--- config.mk ---
export PLATFORM = sky130hd
export DESIGN_NAME = mash3_frac_sdm
export DESIGN_NICKNAME = d
export VERILOG_FILES = /design/src/rtl/mash3_pkg.sv /design/src/rtl/mash3_lfsr.sv /design/src/rtl/mash3_stage.sv /design/src/rtl/mash3_frac_sdm.sv
export SDC_FILE = /design/constraint.sdc
export NUM_CORES = 1
export LEC_CHECK = 0
export BUFFER_PORTS_ARGS = -buffer_cell sky130_fd_sc_hd__buf_2
export CORE_MARGIN = 4
export CORE_UTILIZATION = 60
export CTS_CLUSTER_DIAMETER = 60
export DETAILED_ROUTE_END_ITERATION = 8
export GPL_TIMING_DRIVEN = 1
export PLACE_DENSITY = 0.78
export SYNTH_ARGS = -nofsm -noshare
export SYNTH_HDL_FRONTEND = slang
export SYNTH_SLANG_ARGS = --single-unit
--- constraint.sdc ---
create_clock -name clk -period 20.3 [get_ports clk]
set_input_delay 1.015 -clock clk [delete_from_list [all_inputs] [get_ports clk]]
set_output_delay 1.015 -clock clk [all_outputs]
set_load 0.01 [all_outputs]
--- src/rtl/mash3_pkg.sv ---
package mash3_pkg;
    typedef enum logic [0:0] {
        ST_IDLE = 1'b0,
        ST_RUN  = 1'b1
    } sdm_state_e;

    localparam int STEP_MIN = -3;
    localparam int STEP_MAX = 4;
endpackage

--- src/rtl/mash3_lfsr.sv ---
module mash3_lfsr #(
    parameter int LEN   = 21,
    parameter int TAP_A = 20,
    parameter int TAP_B = 18
) (
    input  logic clk,
    input  logic rst_n,
    input  logic seed_ld,
    input  logic adv,
    output logic bit_out
);
    localparam logic [LEN-1:0] SEED = LEN'(1);

    logic [LEN-1:0] sr_q;

    always_ff @(posedge clk or negedge rst_n) begin
        if (!rst_n)
            sr_q <= SEED;
        else if (seed_ld)
            sr_q <= SEED;
        else if (adv)
            sr_q <= {sr_q[LEN-2:0], sr_q[TAP_A] ^ sr_q[TAP_B]};
    end

    assign bit_out = sr_q[LEN-1];


    lfsr_live_chk: assert property (@(posedge clk) disable iff (!rst_n)
        sr_q != '0);
endmodule

--- src/rtl/mash3_stage.sv ---
module mash3_stage #(
    parameter int W = 12
) (
    input  logic         clk,
    input  logic         rst_n,
    input  logic         adv,
    input  logic         wr,
    input  logic         preset_en,
    input  logic [W-1:0] preset_val,
    input  logic [W:0]   inc,
    input  logic [W-1:0] mod_run,
    input  logic [W-1:0] mod_new,
    output logic [W-1:0] acc_q,
    output logic [W-1:0] acc_nxt,
    output logic         carry_nxt
);
    logic [W:0] sum;

    always_comb begin
        sum       = {1'b0, acc_q} + inc;
        carry_nxt = (sum >= {1'b0, mod_run});
        acc_nxt   = carry_nxt ? W'(sum - {1'b0, mod_run}) : sum[W-1:0];
    end

    always_ff @(posedge clk or negedge rst_n) begin
        if (!rst_n)
            acc_q <= '0;
        else if (wr)
            acc_q <= preset_en ? preset_val : ((acc_q >= mod_new) ? '0 : acc_q);
        else if (adv)
            acc_q <= acc_nxt;
    end


    acc_bound_chk: assert property (@(posedge clk) disable iff (!rst_n)
        acc_q < mod_run);
endmodule

--- src/rtl/mash3_frac_sdm.sv ---
module mash3_frac_sdm #(
    parameter int MOD_W      = 12,
    parameter int OUT_W      = 4,
    parameter int DITHER_MIN = 50,
    parameter int LFSR_LEN   = 21
) (
    input  logic                    clk,
    input  logic                    rst_n,
    input  logic                    freq_wr,
    input  logic [MOD_W-1:0]        frac_num,
    input  logic [MOD_W-1:0]        modulus,
    input  logic [MOD_W-1:0]        phase_word,
    input  logic                    dither_en,
    input  logic                    keep_phase,
    output logic signed [OUT_W-1:0] step_out
);
    import mash3_pkg::*;

    localparam int NSTG = 3;
    localparam logic [MOD_W-1:0] MOD_FLOOR = MOD_W'(2);
    localparam logic [MOD_W-1:0] DITH_MOD  = MOD_W'(DITHER_MIN);

    sdm_state_e state_q, state_d;

    logic [MOD_W-1:0] mod_q, frac_q;
    logic             dith_q;
    logic             c2_d1, c3_d1, c3_d2;
    logic [OUT_W-1:0] step_q, y_sum;

    logic [MOD_W-1:0] mod_eff, frac_eff, phase_eff;
    logic             adv, restart, dith_bit, lfsr_bit;

    logic [MOD_W:0]   inc     [NSTG];
    logic [MOD_W-1:0] acc_q   [NSTG];
    logic [MOD_W-1:0] acc_nxt [NSTG];
    logic             carry   [NSTG];

    always_comb begin
        mod_eff   = (modulus < MOD_FLOOR) ? MOD_FLOOR : modulus;
        frac_eff  = (frac_num >= mod_eff) ? (mod_eff - MOD_W'(1)) : frac_num;
        phase_eff = (phase_word >= mod_eff) ? '0 : phase_word;
    end

    assign adv      = (state_q == ST_RUN) && !freq_wr;
    assign restart  = freq_wr && !keep_phase;
    assign dith_bit = dith_q && (mod_q >= DITH_MOD) && lfsr_bit;

    mash3_lfsr #(.LEN(LFSR_LEN), .TAP_A(LFSR_LEN-1), .TAP_B(LFSR_LEN-3)) u_dith (
        .clk     (clk),
        .rst_n   (rst_n),
        .seed_ld (restart),
        .adv     (adv),
        .bit_out (lfsr_bit)
    );

    for (genvar g = 0; g < NSTG; g++) begin : g_stage
        if (g == 0) begin : g_head
            assign inc[g] = {1'b0, frac_q} + {{MOD_W{1'b0}}, dith_bit};
        end else begin : g_tail
            assign inc[g] = {1'b0, acc_nxt[g-1]};
        end

        mash3_stage #(.W(MOD_W)) u_stage (
            .clk        (clk),
            .rst_n      (rst_n),
            .adv        (adv),
            .wr         (freq_wr),
            .preset_en  (!keep_phase),
            .preset_val ((g == 0) ? phase_eff : '0),
            .inc        (inc[g]),
            .mod_run    (mod_q),
            .mod_new    (mod_eff),
            .acc_q      (acc_q[g]),
            .acc_nxt    (acc_nxt[g]),
            .carry_nxt  (carry[g])
        );
    end

    // noise-shaping recombination of the three carries
    assign y_sum = OUT_W'(carry[0])
                 + OUT_W'(carry[1]) - OUT_W'(c2_d1)
                 + OUT_W'(carry[2]) - (OUT_W'(c3_d1) << 1) + OUT_W'(c3_d2);

    // state register
    always_ff @(posedge clk or negedge rst_n) begin
        if (!rst_n)
            state_q <= ST_IDLE;
        else
            state_q <= state_d;
    end

    always_comb begin
        state_d = state_q;
        unique case (state_q)
            ST_IDLE: if (freq_wr) state_d = ST_RUN;   // ARM
            ST_RUN:  state_d = ST_RUN;                // RELOAD or advance
            default: state_d = ST_IDLE;
        endcase
    end

    // output and datapath register
    always_ff @(posedge clk or negedge rst_n) begin
        if (!rst_n) begin
            mod_q  <= MOD_FLOOR;
            frac_q <= '0;
            dith_q <= 1'b0;
            c2_d1  <= 1'b0;
            c3_d1  <= 1'b0;
            c3_d2  <= 1'b0;
            step_q <= '0;
        end else if (freq_wr) begin
            mod_q  <= mod_eff;
            frac_q <= frac_eff;
            dith_q <= dither_en;
            step_q <= '0;
            if (!keep_phase) begin
                c2_d1 <= 1'b0;
                c3_d1 <= 1'b0;
                c3_d2 <= 1'b0;
            end
        end else if (adv) begin
            step_q <= y_sum;
            c2_d1  <= carry[1];
            c3_d1  <= carry[2];
            c3_d2  <= c3_d1;
        end
    end

    assign step_out = $signed(step_q);


    idle_quiet_chk: assert property (@(posedge clk) disable iff (!rst_n)
        (state_q == ST_IDLE) |-> (step_out == '0));


    step_range_chk: assert property (@(posedge clk) disable iff (!rst_n)
        (int'(step_out) >= STEP_MIN) && (int'(step_out) <= STEP_MAX));


    restart_load_chk: assert property (@(posedge clk) disable iff (!rst_n)
        restart |=> (step_out == '0) && (acc_q[0] == $past(phase_eff))
                    && !c2_d1 && !c3_d1 && !c3_d2);


    keep_hold_chk: assert property (@(posedge clk) disable iff (!rst_n)
        (freq_wr && keep_phase) |=> $stable(c3_d1) && $stable(c3_d2)
                                    && (step_out == '0));


    dither_gate_chk: assert property (@(posedge clk) disable iff (!rst_n)
        (mod_q < DITH_MOD || !dith_q) |-> (inc[0] == {1'b0, frac_q}));
endmodule

After elaboration in Yosys (flattened, before gate mapping)
Cells that the tools add are included.
Widths: inputs -> output; s select.
- register bits: 90
- bits of input ports: 41
- output and inout port bits: 4
- word-level logic and storage cells: 84
- add/sub/neg operators: 13
- order comparisons: 10
- eq/ne operators: 4
- mux-type cells: 31
- bitwise gates (word level): 2
- reductions and logical operators: 12
- operators by type and width (operator ; number):
    $mux 12 ; 18
    $ge 12x12->1 ; 5
    $mux 21 ; 2
    $ge 13x12->1 ; 3
    $sub 12x12->12 ; 3
    $add 12x12->13 ; 2
    $add 12x1->13 ; 1
    $add 12x13->13 ; 1
    $ge 12x6->1 const B ; 1
    $lt 12x2->1 const B ; 1
    $sub 12x1->12 const B ; 1
    $ne 3x2->1 const B ; 3
    $mux 1 ; 8
    $mux 4 ; 2
    $reduce_and 2->1 ; 4
    $add 3x2->4 ; 1
    $add 4x1->4 ; 1
    $logic_and 1x1->1 ; 4
    $reduce_bool 2->1 ; 2
    $sub 4x2->4 ; 1
    $sub 2x1->3 ; 1
    $add 1x1->2 ; 1
    $logic_not 1->1 ; 2
    $ne 2x2->1 const B ; 1
    other kinds (3) ; 3

Longest topological paths before layout
Gate-level depths: netlist of run 1.
- depth in word-level cells: 17
- depth in mapped cells: 59
- gate-level depth less buffers: 55

Modules after synthesis
Synthesis of run 1 repeated with hierarchy kept, for this count alone.
- cells, all modules: 1181
- area, all modules: 10363.7 um^2
- modules (own cells, without submodules) (module ; times used ; cells an instance ; area each (um^2) ; sequential area each (um^2)):
    mash3_stage ; 3 ; 266 ; 2199.6 ; 300.3
    mash3_frac_sdm ; 1 ; 313 ; 2879.0 ; 827.0
    mash3_lfsr ; 1 ; 70 ; 885.8 ; 526.8

Worst setup path before layout of run 1
OpenSTA, ideal clock, no wires.
- kind: flip-flop to flip-flop
- start: register mod_q[1]
- end: register step_q[2], in the netlist step_out[2]
- library setup time: 0.132 ns
- data arrival time: 10.737 ns
- required time: 20.168 ns
- path slack: 9.432 ns
- stages on the path, launching flop included: 57
- path buffers: 4
- period minus slack after synthesis: 10.868 ns
- cells stage by stage: dfstp_2 o311ai_0 a41oi_1 fa_1 inv_1 fa_1 nor2b_1 o31ai_4 a21oi_1 a21boi_0 xor2_1 inv_1 ha_1 buf_6 nand3_2 nor4_1 or4_2 nor3_2 [21 not listed] nor2b_1 o2111ai_1 nand4_1 a31o_2 xor2_1 ha_1 nand4_1 nor3_1 or3_1 nor3_1 a21o_1 nand2_1 inv_1 fa_1 ha_1 xnor2_1 mux2i_1 nor2_1
- cells in the longest elaborated chain, start to end: 17
- elaborated cells between the ends (all ways): 21
- those cells by class: 11 x add/sub; 4 x order compare; 4 x mux; 2 x reduce/logical
- ends and longest elaborated chain (item ; line ; text):
    start: declaration ; mash3_frac_sdm.sv:25 ; logic [MOD_W-1:0] mod_q, frac_q;
    start signal: assignment ; mash3_frac_sdm.sv:112 ; mod_q <= mod_eff;
    $ge 12x6->1 ; mash3_frac_sdm.sv:46 ; assign dith_bit = dith_q && (mod_q >= DITH_MOD) && lfsr_bit;
    $logic_and 1x1->1 (2 in a row) ; mash3_frac_sdm.sv:46 ;
    $add 12x1->13 ; mash3_frac_sdm.sv:58 ; assign inc[g] = {1'b0, frac_q} + {{MOD_W{1'b0}}, dith_bit};
    $add 12x13->13 ; mash3_stage.sv:20 ; sum = {1'b0, acc_q} + inc;
    $sub 12x12->12 / $ge 13x12->1 (equally long branches) ; mash3_stage.sv:22, mash3_stage.sv:21 ;
    $mux 12 ; mash3_stage.sv:22 ; acc_nxt = carry_nxt ? W'(sum - {1'b0, mod_run}) : sum[W-1:0];
    $add 12x12->13 ; mash3_stage.sv:20 ;
    $sub 12x12->12 / $ge 13x12->1 (equally long branches) ; mash3_stage.sv:22, mash3_stage.sv:21 ;
    $mux 12 ; mash3_stage.sv:22 ;
    $add 12x12->13 ; mash3_stage.sv:20 ;
    $ge 13x12->1 ; mash3_stage.sv:21 ; carry_nxt = (sum >= {1'b0, mod_run});
    $add 3x2->4 * ; mash3_frac_sdm.sv:82 ; + OUT_W'(carry[2]) - (OUT_W'(c3_d1) << 1) + OUT_W'(c3_d2);
    $sub 4x2->4 * ; mash3_frac_sdm.sv:82 ;
    $add 4x1->4 * ; mash3_frac_sdm.sv:82 ;
    $mux 4 * ; mash3_frac_sdm.sv:121 ; end else if (adv) begin
    $mux 4 * ; mash3_frac_sdm.sv:111 ; end else if (freq_wr) begin
    end signal: assignment ; mash3_frac_sdm.sv:122 ; step_q <= y_sum;
    end: declaration ; mash3_frac_sdm.sv:28 ; logic [OUT_W-1:0] step_q, y_sum;
Mark *: on every way between the ends. The rest lies on a longest branch, timed or not. The select of a mux whose other input is x is not followed.
A chain may end at the register's enable or synchronous reset.

Final worst setup path of run 1
Ends and elaborated chain as after synthesis.

==> implementation parameters, run 1 <==
Parameter                              Value

Layout
  Most common cell after layout, fill and taps aside    sky130_fd_sc_hd__ha_1
  Post-synthesis to final-layout area growth    6.99%
  Nets    between 1000 and 1500
  Fraction of final layout cells sized beyond drive strength 1    a little over a tenth
  Antenna diode count    0
  Leading cell types in the layout, fill and taps excluded    138 x sky130_fd_sc_hd__ha_1, 88 x sky130_fd_sc_hd__dfrtp_1, 80 x sky130_fd_sc_hd__inv_1

Floorplanning
  Die Width    131 um
  Total Die Area    0.0170 sq mm
  Effective utilization at floorplan    61.5%
  Std-Cell Rows    44
  Core footprint    0.0146 sq mm
  Number of top-level pins    45
  Die boundary height    between 100 and 150 um

STA
  Timing-limited maximum frequency    0.0812 GHz
  Worst clock skew    0.00991 ns
  Unrepaired setup endpoints after global routing    no
  Final hold violations    0
  Final setup slack of the worst path    7.98 ns
  Rel. slew slack    18.9%
  Total negative setup slack    0 ns
  Post-route fraction of the period consumed by the critical path    60.7%
  Worst-Margin Slew    between 1 and 1.5 ns
  Number of failing setup endpoints in the final timing report    0
  Final Max Slew Viols    0
  Worst Hold Margin    0.487 ns
  Minimum clock period after layout    about 12 ns

CTS
  Clock slew at reported path FFs    0.07 ns
  Count of instances resized after the clock tree is built    0
  Clock sink count    90
  CTS root buffer    sky130_fd_sc_hd__clkbuf_16
  Clock latency on the worst-skew pair    between 0.3 and 0.4 ns
  Maximum root-to-sink buffer count    2
  Hold-fix buffer count after cts    0
  H-Tree Level Count    3
  Number of clock buffers inserted by TritonCTS    9
  TritonCTS clock tree    done
  Number of buffers inserted by post-CTS setup repair    0

Routing
  Count of antenna-violating nets left after detailed routing    0
  Number of DRC violations after detailed routing    0
  Via density    6.49
  Starting DRC count in detailed routing    818
  Via count    around 7900
  Total wirelength of the detailed-routed design    25.7 mm
  WL/cell    21.0 um
  First-pass iteration count of the detailed router    6

Global route
  Via count of the first global-routing pass    around 7500
  Maximum number of pins on one net before global-route repair    71
  Overflow left after global routing    0
  Number of antenna violations at the first check in global routing    0
  Combined global-route utilization of all metal layers    30.5%
  Global-route wire length before repair    39.8 mm

Critical path
  Worst-path maximum fanout    17
  Critical path data required time    20.52 ns
  Arrival time reported for the critical path endpoint    12.54 ns
  Kind of critical path    flop to flop
  Maximum cell stage delay along the critical path    0.64 ns
  Endpoint class of the critical path    flop
  Startpoint class of the critical path    flop
  Crit-path most repeated cell    sky130_fd_sc_hd__ha_1
  Critical path's slowest cell    sky130_fd_sc_hd__dfstp_2

Placement
  Placed wire-length estimate    19.2 mm
  Number of port buffers    44
  Worst Setup Slack post-DPL    8.11 ns
  Routability congestion estimate    a little under 1

Yosys
  Mapped Nets    between 1000 and 1500
  Syn Area/Cell    8.99 sq um
  Fraction of the yosys area taken by sequential cells    25.0%
  Predominant post-synthesis flop cell    sky130_fd_sc_hd__dfrtp_1
  Synth async-reset ratio    between 90% and 100%
  Cell count after synthesis    roughly 1000
  Post-synth EDFFs    0
  Synthesis-stage register bit count    90
  Number of different library cells in the post-synthesis netlist    80
  Post-synthesis instance area    roughly 0.0090 sq mm
  Number of warnings reported in the yosys synthesis log    0

Run
  Count of max-cap constraint violations    0

Worst hold path
  Type of the tightest min-delay check    flop to flop

Run status
  Status    complete, no violations
==> flip-flops by register name, summed over array words and instances (netlist names) <==
register,cells
dith_q,1
state_q,1
g_stage.u_stage.acc_q,36
u_dith.sr_q,21
step_out,4
c3_d1,1
c3_d2,1
c2_d1,1
frac_q,12
mod_q,12
==> critical path, delay by kind of cell (launching register included) <==
kind	cells	cell delay, ns
adder cells (fa/ha/maj)	11	3.69
XOR/XNOR	4	0.63
AND/OR/NAND/NOR	17	3.08
buffers and inverters	6	0.56
flip-flops	1	0.64
multiplexers	2	0.48
AO/OA/AOI/OAI	14	3.07
==> through the flow <==
step	cells	util [%]	cell area [sq um]
after detailed placement	1205	63.7	9330
final	1221	65.8	9640
after CTS	1221	65.8	9640
after global routing	1221	65.8	9640
after global placement	1205	63.7	9330
after floorplan	1002	-	9010
==> worst paths after layout <==
check	from	to	slack, ns	cells after the start
min reg2reg	c3_d2	c3_d2	0.49	2
min	c3_d2	c3_d2	0.49	2
max reg2reg	mod_q[1]	step_out[2]	7.98	54
min in group asynchronous	rst_n	u_dith.sr_q[7]	0.56	1
max in group asynchronous	rst_n	g_stage[0].u_stage.acc_q[7]	18.55	2
max	mod_q[1]	step_out[2]	7.98	54
==> Yosys cell counts, types with 6 or more instances <==
cell                        number  area share, %
sky130_fd_sc_hd__inv_1          80            3.3
sky130_fd_sc_hd__o21a_1         16            1.3
sky130_fd_sc_hd__ha_1          138             19
sky130_fd_sc_hd__dfrtp_1        88             24
sky130_fd_sc_hd__o211ai_1       13            1.1
sky130_fd_sc_hd__a21o_1         36            3.0
sky130_fd_sc_hd__o2111ai_1       8           0.78
sky130_fd_sc_hd__xnor2_1        46            4.5
sky130_fd_sc_hd__clkbuf_1       23           0.96
sky130_fd_sc_hd__a211o_1         7           0.68
sky130_fd_sc_hd__nor3_1         28            1.6
sky130_fd_sc_hd__fa_1            9            2.0
sky130_fd_sc_hd__nand3_1        31            1.7
sky130_fd_sc_hd__nand4_1        13           0.90
sky130_fd_sc_hd__mux2i_1         9            1.0
sky130_fd_sc_hd__a211oi_1        6           0.50
sky130_fd_sc_hd__a31oi_1        10           0.69
sky130_fd_sc_hd__a22o_1         39            3.8
sky130_fd_sc_hd__xor2_1         14            1.4
sky130_fd_sc_hd__nor2b_1        13           0.90
sky130_fd_sc_hd__nor2_1         46            1.9
sky130_fd_sc_hd__a21oi_1        44            2.4
sky130_fd_sc_hd__mux2_2         18            2.3
sky130_fd_sc_hd__nand2b_1       15            1.0
sky130_fd_sc_hd__o221ai_1       12            1.2
sky130_fd_sc_hd__o21ai_0        40            2.2
sky130_fd_sc_hd__nand2_1        79            3.3
sky130_fd_sc_hd__a2111oi_0       7           0.68
==> area by class of cell <==
cell class	instances	area, sq um
multi-input combinational	800	6270
fill	1219	5010
sequential	90	2250
inverter	81	304
timing repair buffer	50	268
clock buffer	10	239
tap	184	230
clock inverter	6	67.6
==> cells by family after synthesis <==
group / synth area share [%]
adders and majority gates: 21.2
DFF: 25.0
muxes: 3.42
and+or+nand+nor: 15.3
xor gates and xnor gates: 5.83
buffers and inverters: 5.45
AOI/OAI and AO/OA: 23.9
==> routing by layer <==
metal  share of wire (%)  routed length (um)  global-route usage [%]  up-vias
li1                    -                   -                       -     3792
met1                  43               11100                    41.6     3736
met2                  45               11500                    46.9      324
met3                 7.8                2010                    6.91       71
met4                 4.3                1110                    12.9        0
met5                   0                   0                       0        -
Power of run 1 is left out: the tool's default activity adds up to more than one toggle a clock period on the data nets, which glitch-free logic cannot reach.
==> run 2: changes to the inputs <==
Settings changed: ABC_AREA set to 1, CORE_UTILIZATION 60 to 58, PLACE_DENSITY 0.78 to 0.79.
Clock period 20.3 ns to 11.05 ns, I/O delays scaled along.
==> run 2 against run 1 <==
  * Final area rose by 11%
  * Clock skew rose by 0.0034 ns
  * Via count rose by 21%
  * Die area rose by 13%
  * Hold slack got worse by 0.46 ns
  * Sequential share of layout area fell by 2.3 points
  * Count of clock-buffer cells in the layout fell by 1
  * Global-route usage fell by 1.4 points
  * Synthesized cell count rose by 41%
  * Synthesized area rose by 9.8%
  * Critical endpoint unchanged
  * Largest cell class unchanged
  * Highest routed layer unchanged
==> implementation parameters, run 2 <==
Parameter                              Value

Routing
  Starting DRC count in detailed routing    1012
  Via density    5.70
  Number of DRC violations after detailed routing    0
  WL/cell    17.1 um
  Count of antenna-violating nets left after detailed routing    0
  Via count    9584
  First-pass iteration count of the detailed router    6
  Total wirelength of the detailed-routed design    28.7 mm

Critical path
  Critical path's slowest cell    sky130_fd_sc_hd__dfstp_2
  Maximum cell stage delay along the critical path    0.53 ns
  Worst-path maximum fanout    13
  Crit-path most repeated cell    sky130_fd_sc_hd__nand2_1
  Critical path data required time    11.31 ns
  R2r endpoint    step_out[2]
  Kind of critical path    flop to flop
  Worst reg-to-reg path cell count    68
  Register-to-register setup slack    ~0.89 ns
  Arrival time reported for the critical path endpoint    10.43 ns
  Startpoint class of the critical path    flop
  Reg-to-reg startpoint    mod_q[1]
  Endpoint class of the critical path    flop

Layout
  Number of flip-flops under the largest register name    36
  Fraction of final layout cells sized beyond drive strength 1    11.2%
  Leading cell types in the layout, fill and taps excluded    332 x sky130_fd_sc_hd__nand2_1, 202 x sky130_fd_sc_hd__inv_1, 137 x sky130_fd_sc_hd__ha_1
  Largest registers    g_stage.u_stage.acc_q x36, u_dith.sr_q x21
  Antenna diode count    0
  Post-synthesis to final-layout area growth    8.06%
  Nets    about 1600
  Register with the most flip-flops    g_stage.u_stage.acc_q
  Fin area    0.0107 sq mm
  Most common cell after layout, fill and taps aside    sky130_fd_sc_hd__nand2_1

STA
  Total negative setup slack    0 ns
  Minimum clock period after layout    10.16 ns
  Final Max Slew Viols    0
  Worst clock skew    0.0133 ns
  Unrepaired setup endpoints after global routing    no
  Final hold violations    0
  Number of failing setup endpoints in the final timing report    0
  Post-route fraction of the period consumed by the critical path    92.0%
  Worst-Margin Slew    1.37 ns
  Timing-limited maximum frequency    approximately 0.098 GHz
  Rel. slew slack    7.91%

Global route
  Number of antenna violations at the first check in global routing    0
  Global-route wire length before repair    44.9 mm
  Maximum number of pins on one net before global-route repair    80
  Combined global-route utilization of all metal layers    29.1%
  Via count of the first global-routing pass    just under 9000
  Overflow left after global routing    0

Floorplanning
  Die Width    139 um
  Core footprint    0.0166 sq mm
  Std-Cell Rows    47
  Number of top-level pins    45
  Die boundary height    between 100 and 150 um
  Total Die Area    approximately 0.019 sq mm
  Effective utilization at floorplan    59.4%

CTS
  CTS root buffer    sky130_fd_sc_hd__clkbuf_16
  TritonCTS clock tree    done
  H-Tree Level Count    3
  Number of clock buffers inserted by TritonCTS    9
  Clock latency on the worst-skew pair    0.36 ns
  Maximum root-to-sink buffer count    2
  Clock sink count    90
  Clock slew at reported path FFs    0.08 ns

Yosys
  Number of different library cells in the post-synthesis netlist    44
  Cell types occupying the most area after synthesis    sky130_fd_sc_hd__dfrtp_1 22%, sky130_fd_sc_hd__ha_1 17%, sky130_fd_sc_hd__nand2_1 13%, sky130_fd_sc_hd__inv_1 7.7%, sky130_fd_sc_hd__nand3_1 6.0%
  Syn Area/Cell    6.99 sq um
  Post-synth EDFFs    0
  Number of warnings reported in the yosys synthesis log    0
  Fraction of the yosys area taken by sequential cells    22.8%
  Predominant post-synthesis flop cell    sky130_fd_sc_hd__dfrtp_1
  Synthesis-stage register bit count    90
  Post-synth top area share    22.3%
  Synth async-reset ratio    100%
  Top cells by count, synth    332 x sky130_fd_sc_hd__nand2_1, 202 x sky130_fd_sc_hd__inv_1, 138 x sky130_fd_sc_hd__ha_1
  Leading cell type by number of instances after synthesis    sky130_fd_sc_hd__nand2_1
  Cell count after synthesis    1416
  Mapped Nets    between 1500 and 2000
  Post-synthesis instance area    0.00989 sq mm
  Cell type with the largest total area after synthesis    sky130_fd_sc_hd__dfrtp_1

Placement
  Cell Area, Placed    about 0.010 sq mm
  Number of port buffers    44
  Routability congestion estimate    0.986
  Placed wire-length estimate    22.5 mm

Worst hold path
  Type of the tightest min-delay check    primary input to async pin

Run
  Count of max-cap constraint violations    0

Run status
  Status    complete, no violations
[run 2: cell types whose count changed in the layout (fill, tap and decap cells not counted), moves of 21 or more]
cell and delta:
sky130_fd_sc_hd__a22o_1 -39, sky130_fd_sc_hd__a21o_1 -35, sky130_fd_sc_hd__o21ai_0 +21, sky130_fd_sc_hd__nand2_1 +253
sky130_fd_sc_hd__inv_1 +122, sky130_fd_sc_hd__a21oi_1 +41, sky130_fd_sc_hd__nand2_2 +23, sky130_fd_sc_hd__xnor2_1 -32
sky130_fd_sc_hd__o22ai_1 +22, sky130_fd_sc_hd__nand3_1 +88, sky130_fd_sc_hd__nor2_1 +64
[run 2: how the worst max path moves through the flow]
| stage | startpoint | end | slack (ns) | depth (start not counted) |
|---|---|---|---|---|
| floorplan | mod_q[1] | step_out[2] | 1.78 | 73 |
| global placement | mod_q[1] | step_out[2] | 0.84 | 67 |
| detailed placement | mod_q[1] | step_out[2] | 0.47 | 69 |
| CTS | mod_q[1] | step_out[2] | 0.43 | 72 |
| global route | mod_q[1] | step_out[2] | 0.03 | 72 |
| finish | mod_q[1] | step_out[2] | 0.89 | 68 |
[run 2: cell type report]
class | instances | area [sq um]
sequential | 90 | 2250
tap | 220 | 275
timing repair buffer | 59 | 348
multi-input combinational | 1088 | 6730
clock buffer | 9 | 225
fill | 1508 | 5950
inverter | 208 | 781
clock inverter | 7 | 72.6
[run 2: cells by family after synthesis]
logic type,count (synthesis),synth area share (%)
compound gates,214,12.6
xor+xnor,48,4.25
fa+ha+maj,147,19.3
buf+inv,238,9.83
flops,90,22.8
simple gates,679,31.3
[run 2: repair_timing]
item | CTS | global route
endpoints found under the hold margin | 0 | 0
hold buffers | 0 | 0
endpoints found under the setup margin | 0 | 15
gates resized for setup | 0 | 10
setup buffers | 0 | 9
[run 2: per-layer routing]
layer  wire (um)  vias to the layer above  part of all wire (%)  GRT usage, %
li1            -                     4720                     -             -
met1       12500                     4452                    44          40.4
met2       13000                      348                    45          46.2
met3        2200                       64                   7.6          5.34
met4         995                        0                   3.5          9.57
met5           0                        -                     0             0
[run 2: critical path: cells and delay by family, from the launching register on]
family / cells / cell delay (ns)
buffers and inverters: 10 / 0.80
AOI/OAI and AO/OA: 4 / 0.58
adders and majority gates: 9 / 2.95
and+or+nand+nor: 43 / 4.82
xor gates and xnor gates: 2 / 0.31
DFF: 1 / 0.53
[run 2: per-stage QoR]
step | instances | worst slack (ns) | utilization [%] | hold WS, ns
4_1_cts | 1672 | 0.432 | 63.3 | 0.0226
6_report | 1681 | 0.886 | 64.2 | 0.0232
3_5_place_dp | 1656 | 0.467 | 61.6 | 0.399
2_1_floorplan | 1416 | 1.78 | - | 0.257
5_1_grt | 1681 | 0.0251 | 64.2 | 0.0294
3_3_place_gp | 1656 | 0.840 | 61.6 | 0.402
Power of run 2 is left out for the same reason.
==> run 3: changes to the inputs <==
Settings changed: ABC_AREA 1 to 0, CORE_ASPECT_RATIO set to 0.8, CORE_UTILIZATION 58 to 57, PLACE_DENSITY 0.79 to 0.78.
==> run 3 against run 2 <==
  * First-iteration DRC count increased by 17%
  * Critical endpoint unchanged
  * Clock skew decreased by 0.0038 ns
  * Largest cell class unchanged
  * Hold slack improved by 0.024 ns
  * Final cell count down 18%
  * Critical path type unchanged
  * Die area decreased by 6.9%
  * Register-to-register slack lost 0.79 ns
  * Critical path depth is 13 lower
==> implementation parameters, run 3 (synthesized netlist as in run 1, its figures left out) <==
Parameter                              Value

Routing
  Total wirelength of the detailed-routed design    30.8 mm
  WL/cell    roughly 22 um
  Number of DRC violations after detailed routing    0
  Starting DRC count in detailed routing    1183
  Via count    9001
  Via density    roughly 6.6
  Count of antenna-violating nets left after detailed routing    0
  First-pass iteration count of the detailed router    8

Critical path
  Kind of critical path    flop to flop
  Startpoint class of the critical path    flop
  Critical path's slowest cell    sky130_fd_sc_hd__or4_4
  Critical path data required time    between 10 and 15 ns
  Arrival time reported for the critical path endpoint    11.17 ns
  Maximum cell stage delay along the critical path    0.53 ns
  Worst-path maximum fanout    6
  Endpoint class of the critical path    flop

CTS
  Hold-fix buffer count after cts    0
  Maximum root-to-sink buffer count    2
  H-Tree Level Count    3
  Clock sink count    90
  Clock slew at reported path FFs    0.08 ns
  TritonCTS clock tree    done
  CTS root buffer    sky130_fd_sc_hd__clkbuf_16
  Clock latency on the worst-skew pair    between 0.3 and 0.4 ns
  Number of clock buffers inserted by TritonCTS    9

Global route
  Global-route wire length before repair    45.1 mm
  Overflow left after global routing    0
  Maximum number of pins on one net before global-route repair    between 70 and 80
  Via count of the first global-routing pass    8449
  Combined global-route utilization of all metal layers    32.4%
  Number of antenna violations at the first check in global routing    0

STA
  Minimum clock period after layout    approximately 11 ns
  Final setup slack of the worst path    0.0990 ns
  Final hold violations    0
  Timing-limited maximum frequency    0.0913 GHz
  Number of failing setup endpoints in the final timing report    0
  Unrepaired setup endpoints after global routing    yes
  Final Max Slew Viols    0
  Rel. slew slack    12.3%
  Worst clock skew    ~0.0095 ns
  Post-route fraction of the period consumed by the critical path    99.1%
  Worst-Margin Slew    ~1.3 ns
  Total negative setup slack    0 ns

Floorplanning
  Die Width    149 um
  Total Die Area    0.0179 sq mm
  Number of top-level pins    45
  Core footprint    0.0153 sq mm
  Std-Cell Rows    40
  Effective utilization at floorplan    59.0%
  Die boundary height    120 um

Layout
  Leading cell types in the layout, fill and taps excluded    128 x sky130_fd_sc_hd__buf_4, 123 x sky130_fd_sc_hd__ha_1, 88 x sky130_fd_sc_hd__dfrtp_1
  Register with the most flip-flops    g_stage.u_stage.acc_q
  Number of flip-flops under the largest register name    36
  Most common cell after layout, fill and taps aside    sky130_fd_sc_hd__buf_4
  Post-synthesis to final-layout area growth    24.0%
  Antenna diode count    0
  Fraction of final layout cells sized beyond drive strength 1    26.4%
  Nets    1345
  Final cell count without fillers    1372
  Largest registers    g_stage.u_stage.acc_q x36, u_dith.sr_q x21

Worst hold path
  Type of the tightest min-delay check    primary input to async pin

Run
  Count of max-cap constraint violations    0

Placement
  Placed cells    1315
  Placed wire-length estimate    21.2 mm
  Routability congestion estimate    0.974
  Number of port buffers    44
  Worst Setup Slack post-DPL    -0.423 ns

Run status
  Status    complete, no violations
run 3: cell count changes in the layout (fill, tap and decap cells not counted), moves of 26 or more:
cell / delta
sky130_fd_sc_hd__a21o_1: +35
sky130_fd_sc_hd__a21oi_1: -51
sky130_fd_sc_hd__a22o_1: +39
sky130_fd_sc_hd__buf_4: +113
sky130_fd_sc_hd__inv_1: -127
sky130_fd_sc_hd__nand2_1: -256
sky130_fd_sc_hd__nand3_1: -89
sky130_fd_sc_hd__nor2_1: -65
sky130_fd_sc_hd__o21ai_0: -26
sky130_fd_sc_hd__xnor2_1: +30
run 3: final cells by class:
cell class / count / area, sq um
Multi-Input combinational cell: 800 / 6810
Clock buffer: 9 / 225
Inverter: 81 / 304
Sequential cell: 90 / 2250
Fill cell: 1085 / 4100
Clock inverter: 7 / 81.3
Tap cell: 210 / 263
Timing Repair Buffer: 175 / 1220
run 3: what timing repair did:
| action | CTS | global route |
|---|---|---|
| setup buffers | 24 | 17 |
| resized for setup | 48 | 66 |
| pin swaps | 28 | 49 |
| setup endpoints to repair | 17 | 17 |
run 3: through the flow:
stage / utilization [%] / hold slack, ns / instance area [sq um]
after CTS: 70.2 / 0.0446 / 10700
after floorplan: - / 0.257 / 9010
after global routing: 73.1 / 0.0461 / 11200
after global placement: 65.5 / 0.431 / 9990
final: 73.1 / 0.0468 / 11200
after detailed placement: 65.5 / 0.432 / 9990
run 3: path summary, 6_finish.rpt:
path	slack (ns)	cells after the start	start	endpoint
min in group clk	0.42	2	dither_en	dith_q
max in group asynchronous	9.70	2	rst_n	g_stage[0].u_stage.acc_q[7]
min	0.05	1	rst_n	u_dith.sr_q[6]
min reg2reg	0.50	2	c2_d1	c2_d1
max reg2reg	0.1	55	mod_q[9]	step_out[2]
max	0.1	55	mod_q[9]	step_out[2]
run 3: critical path, delay by kind of cell (launching register included):
family,cells,cell delay (ns)
simple gates,17,2.89
fa+ha+maj,10,2.76
compound gates,14,2.72
buf+inv,9,1.09
mux,2,0.49
xor+xnor,3,0.45
flops,1,0.42
run 3: metal layers:
metal / global-route usage (%) / vias to the layer above / share of wire (%)
met5: 0 / - / 0
li1: - / 4050 / -
met3: 8.36 / 115 / 12
met1: 45.0 / 4301 / 40
met2: 47.4 / 535 / 43
met4: 14.8 / 0 / 4.7
Power of run 3 is left out for the same reason.
